### src/rtl/fdc_bus_glue.sv
module fdc_bus_glue #(
  parameter int ADDR_W  = 16,
  parameter int DATA_W  = 8,
  parameter int ROM_AW  = 13,
  parameter int IDX_W   = 2
) (
  input  logic              clk,
  input  logic              rst_n,
  input  logic              addr_stb,
  input  logic [ADDR_W-1:0] addr,
  input  logic              win_sel,
  input  logic              card_sel,
  input  logic              rd_stb,
  input  logic              wr_stb,
  input  logic [DATA_W-1:0] wdata,
  output logic [DATA_W-1:0] rdata,
  input  logic              wait_ld,
  input  logic              wait_val,
  input  logic              drq,
  input  logic              intrq,
  input  logic              motor_on,
  output logic              ready,
  output logic [IDX_W-1:0]  ctl_idx,
  output logic              ctl_rd,
  output logic              ctl_wr,
  output logic [DATA_W-1:0] ctl_wdata,
  input  logic [DATA_W-1:0] ctl_rdata,
  output logic [ROM_AW-1:0] rom_addr,
  input  logic [DATA_W-1:0] rom_data
);
  localparam logic [ADDR_W-1:0] SEL_MASK  = ADDR_W'(16'h1FF1);
  localparam logic [ADDR_W-1:0] SEL_MATCH = ADDR_W'(16'h1FF0);

  logic [ADDR_W-1:0] addr_q;
  logic              inwin_q;
  logic              ctl_sel_q;
  logic              wait_en_q;

  always_ff @(posedge clk) begin
    if (!rst_n) begin
      addr_q    <= '0;
      inwin_q   <= 1'b0;
      ctl_sel_q <= 1'b0;
      wait_en_q <= 1'b0;
    end else begin
      if (addr_stb) begin
        addr_q    <= addr;
        inwin_q   <= win_sel && card_sel;
        ctl_sel_q <= win_sel && card_sel && ((addr & SEL_MASK) == SEL_MATCH);
      end
      if (wait_ld) wait_en_q <= wait_val;
    end
  end

  logic rd_port, wr_port;
  assign rd_port = ctl_sel_q && !addr_q[3] && !addr_q[0];
  assign wr_port = ctl_sel_q &&  addr_q[3] && !addr_q[0];

  assign ctl_idx   = addr_q[IDX_W:1];
  assign ctl_rd    = rd_stb && rd_port;
  assign ctl_wr    = wr_stb && wr_port;
  assign ctl_wdata = ~wdata;
  assign rom_addr  = addr_q[ROM_AW-1:0];

  always_comb begin
    if (!inwin_q)     rdata = '0;
    else if (rd_port) rdata = ~ctl_rdata;
    else              rdata = rom_data;
  end

  assign ready = !(ctl_sel_q && wait_en_q && !drq && !intrq && motor_on);

  assert_wait_cause_R7: assert property (@(posedge clk) disable iff (!rst_n)
    !ready |-> (!drq && !intrq && motor_on && wait_en_q));
  assert_sel_in_window_R1: assert property (@(posedge clk) disable iff (!rst_n)
    ctl_sel_q |-> inwin_q);
  assert_single_strobe_R4: assert property (@(posedge clk) disable iff (!rst_n)
    $onehot0({ctl_rd, ctl_wr}));
  assert_outside_quiet_R10: assert property (@(posedge clk) disable iff (!rst_n)
    !inwin_q |-> (rdata == '0 && !ctl_rd && !ctl_wr));
  assert_wr_pattern_R4: assert property (@(posedge clk) disable iff (!rst_n)
    ctl_wr |-> (wr_stb && addr_q[3] && !addr_q[0]));
  assert_release_R8: assert property (@(posedge clk) disable iff (!rst_n)
    (drq || intrq || !motor_on) |-> ready);
endmodule

### config.mk
export PLATFORM = sky130hd
export DESIGN_NAME = fdc_bus_glue
export DESIGN_NICKNAME = d
export VERILOG_FILES = /design/src/rtl/fdc_bus_glue.sv
export SDC_FILE = /design/constraint.sdc
export NUM_CORES = 1
export LEC_CHECK = 0
export BUFFER_PORTS_ARGS = -buffer_cell sky130_fd_sc_hd__buf_2
export CELL_PAD_IN_SITES_DETAIL_PLACEMENT = 1
export CELL_PAD_IN_SITES_GLOBAL_PLACEMENT = 2
export CORE_MARGIN = 2
export CORE_UTILIZATION = 17
export CTS_CLUSTER_SIZE = 24
export DETAILED_ROUTE_END_ITERATION = 8
export HOLD_SLACK_MARGIN = 0.06
export PLACE_DENSITY = 0.88
export SLEW_MARGIN = 20
export SYNTH_ARGS = -nofsm -noshare
export SYNTH_HDL_FRONTEND = slang
export SYNTH_SLANG_ARGS = --single-unit
### constraint.sdc
create_clock -name clk -period 1.25 [get_ports clk]
set_input_delay 0.0625 -clock clk [delete_from_list [all_inputs] [get_ports clk]]
set_output_delay 0.0625 -clock clk [all_outputs]
set_load 0.01 [all_outputs]
==> metrics.txt <==
initial antenna violation count 0; Sw Ratio between 20% and 30%; TNS Setup -0.780 ns; Seq/Total Area, Yosys around two fifths; remaining global-route overflow 0; max frequency around 740 MHz; final setup vio count 9; DR vias between 900 and 1000; CTS Buffer Depth 2; CTS Sinks 16; n_diodes 0; Critical Path Sink Type output port; Post-DRT Antenna Nets 0; CTS root buffer clkbuf_8; CP Max Fanout 17; Final Non-Filler Cells 240; Worst Path Arrival between 1 and 1.5 ns; post-synthesis simple-gate area fraction ~25%; I/O pins 86; XOR/XNOR Fraction of Synth Area 0%; CP startpoint kind flop; clock transition at the registers of the reported paths 0.06 ns; Post-Synthesis Cells 90; Seq pwr share 44.2%; clock share of power 36.8%; leading area contributor after synthesis dfxtp_1; Min-Delay Path Class in -> reg; DP Cell Count 236; Final Wtd Congestion roughly 0.65; postcts setup bufs 0; Int Pwr around 950 µW; pin count of the biggest net entering global routing 18; initial core utilization roughly 18%; hold buffer count at CTS 0; CTS HTree Levels 1; failing checks negative setup slack; mux cell area share after synthesis between 10% and 20%; #FFs+latches synth 16; via/cell ratio 3.89; area share of fa/ha/maj cells after synthesis 0%; Max stage delay on crit path 0.35 ns; Setup WS post-layout -0.109 ns; PwrDens roughly 900 mW/mm²; Layout Area Growth over Synthesis 66.8%; max-cap violations 0; Vert. Die Dim between 70 and 80 µm; synthesized cell area between 800 and 900 µm²; final HPWL from detailed placement 2130 µm; core area ~0.0048 mm²; Tcrit/Tclk final 109%; num rows 25; Syn. warnings 0; Max VDD drop approximately 0.00046 V; CTS tree yes; min-delay src addr[3]; clock buffer count from CTS 3; Yosys top cell area share around two fifths; status complete, but fails checks; layout cells sized above 1 a little over half; drt first pass iters 2; Mean Syn Cell Area 9.33 µm²; DRT Wirelength approximately 2600 µm; worst slew pin tran between 0.3 and 0.4 ns; Max Slew Vio Count 0; post-synth net total between 100 and 150; vias in the first global route 849; worst relative slew slack 76.7%; DIE AREA between 0.005 and 0.006 mm²; Yosys cell types 22; final hold violation count 0; DRC viols 0; # port buffers a little over 80; first-pass GRT wire length approximately 3700 µm; chip width around 74 µm; Worst-Skew Late Latency about 0.25 ns; total leakage power approximately 0.00083 µW; post-route minimum period between 1 and 1.5 ns; WL per Instance between 10 and 15 µm; total global routing track utilization approximately 8.7%; Synth Area in Compound Gates a little under an eighth; Comb power frac approximately a fifth; Post-layout nets 226; RSZ-0062 raised after global routing true; Setup CP Type reg -> out; main combinational cell family by area after synthesis simple AND/OR/NAND/NOR gates; Crit. Startpoint ctl_sel_q$_SDFFE_PN0P_; RR Startpoint inwin_q$_SDFFE_PN0P_; Cell Chain, Critical Path nor3b_4, buf_12, nand2_1, o211a_1, buf_2; top cells by area, synth dfxtp_1 38%, mux2i_1 15%, nor2b_1 9.7%; P_sw a little over 300 µW; starting DRC count in detailed routing 5; slowest CP cell dfxtp_2; WP data required approximately 1.2 ns; clk_skew 0 ns
## registers in the layout, summed over array words and instances (netlist names)
register   cells
inwin_q        1
ctl_sel_q      1
wait_en_q      1
addr_q        13
## path summary, 6_finish.rpt
check                                 to  cells after the start  slack [ns]
setup / recovery                rdata[7]                      5       -0.11
hold / removal    addr_q[3]$_SDFFE_PN0P_                      3        0.07
setup reg to reg    inwin_q$_SDFFE_PN0P_                      2        0.40
hold reg to reg   ctl_sel_q$_SDFFE_PN0P_                      2        0.48
## power by group through the flow
stage	Combinational [µW]	Sequential, µW	Clock (µW)
after global routing	265	562	512
after CTS	243	558	483
after floorplan	95.8	577	0
after global placement	238	568	0
final	239	557	464
after detailed placement	243	568	0
## critical path: cells and delay by family (launching register included)
| kind | cells | cell delay, ns |
|---|---|---|
| buffers and inverters | 2 | 0.30 |
| flip-flops | 1 | 0.35 |
| AO/OA/AOI/OAI | 1 | 0.12 |
| AND/OR/NAND/NOR | 2 | 0.28 |
## placed cells by master, fill, tap and decap left out
cell,Yosys,routed
nand3_1,1,1
nor2_1,1,1
dfxtp_1,16,14
nand4b_1,1,1
nor2b_1,13,13
or4_1,1,1
o211a_1,8,8
and4b_1,1,1
buf_12,0,1
dfxtp_2,0,2
and2_1,1,1
clkbuf_8,0,4
nand2_1,9,9
buf_4,3,3
inv_1,8,8
nand2_2,1,1
buf_6,1,2
nand4_1,3,3
mux2i_1,13,13
a21boi_0,2,2
buf_2,1,80
nor3b_4,1,1
o21ai_1,1,1
nand2b_1,2,2
## cells in the mapped netlist, drive strengths merged
cell type	count
nand2b	2
inv	8
nor2b	13
a21boi	2
mux2i	13
nand3	1
nor2	1
or4	1
nand2	10
o211a	8
and2	1
nand4b	1
nand4	3
dfxtp	16
o21ai	1
nor3b	1
clkbuf	2
buf	5
and4b	1
## stage by stage
step / hold WS, ns / worst slack [ns] / instance area (µm²) / total power [µW] / util, %
2_1_floorplan: 0.169 / 0.123 / 840 / 673 / -
3_3_place_gp: 0.325 / 0.120 / 1330 / 806 / 28.0
3_5_place_dp: 0.329 / 0.0964 / 1330 / 810 / 28.0
4_1_cts: 0.0669 / -0.141 / 1390 / 1280 / 29.2
5_1_grt: 0.0776 / -0.190 / 1400 / 1340 / 29.4
6_report: 0.0695 / -0.109 / 1400 / 1260 / 29.4
## logic make-up (layout without fill, tap and decap cells)
logic type,count (synthesis),count (layout)
and+or+nand+nor,35,35
muxes,13,13
AOI/OAI and AO/OA,11,11
buffers and inverters,15,98
DFF,16,16
## repair_timing
action,CTS,global route
resized for setup,2,2
hold endpoints to repair,0,0
endpoints found under the setup margin,9,9
cloned,0,0
## layout make-up
type | count | area [µm²]
Fill cell | 614 | 3350
Timing Repair Buffer | 86 | 465
Multi-Input combinational cell | 59 | 443
Sequential cell | 16 | 323
Tap cell | 67 | 83.8
Clock buffer | 4 | 55.1
Inverter | 8 | 30.0
## metal layers
metal | part of all wire [%] | global-route usage [%] | wire length (µm) | vias up
met5 | 0 | 0 | 0 | -
met4 | 0 | 2.38 | 0 | 0
met3 | 14 | 3.52 | 368 | 0
met2 | 45 | 14.9 | 1150 | 56
met1 | 41 | 10.0 | 1060 | 411
li1 | - | - | - | 467
Note: power is estimated with default switching activity, not from simulation.
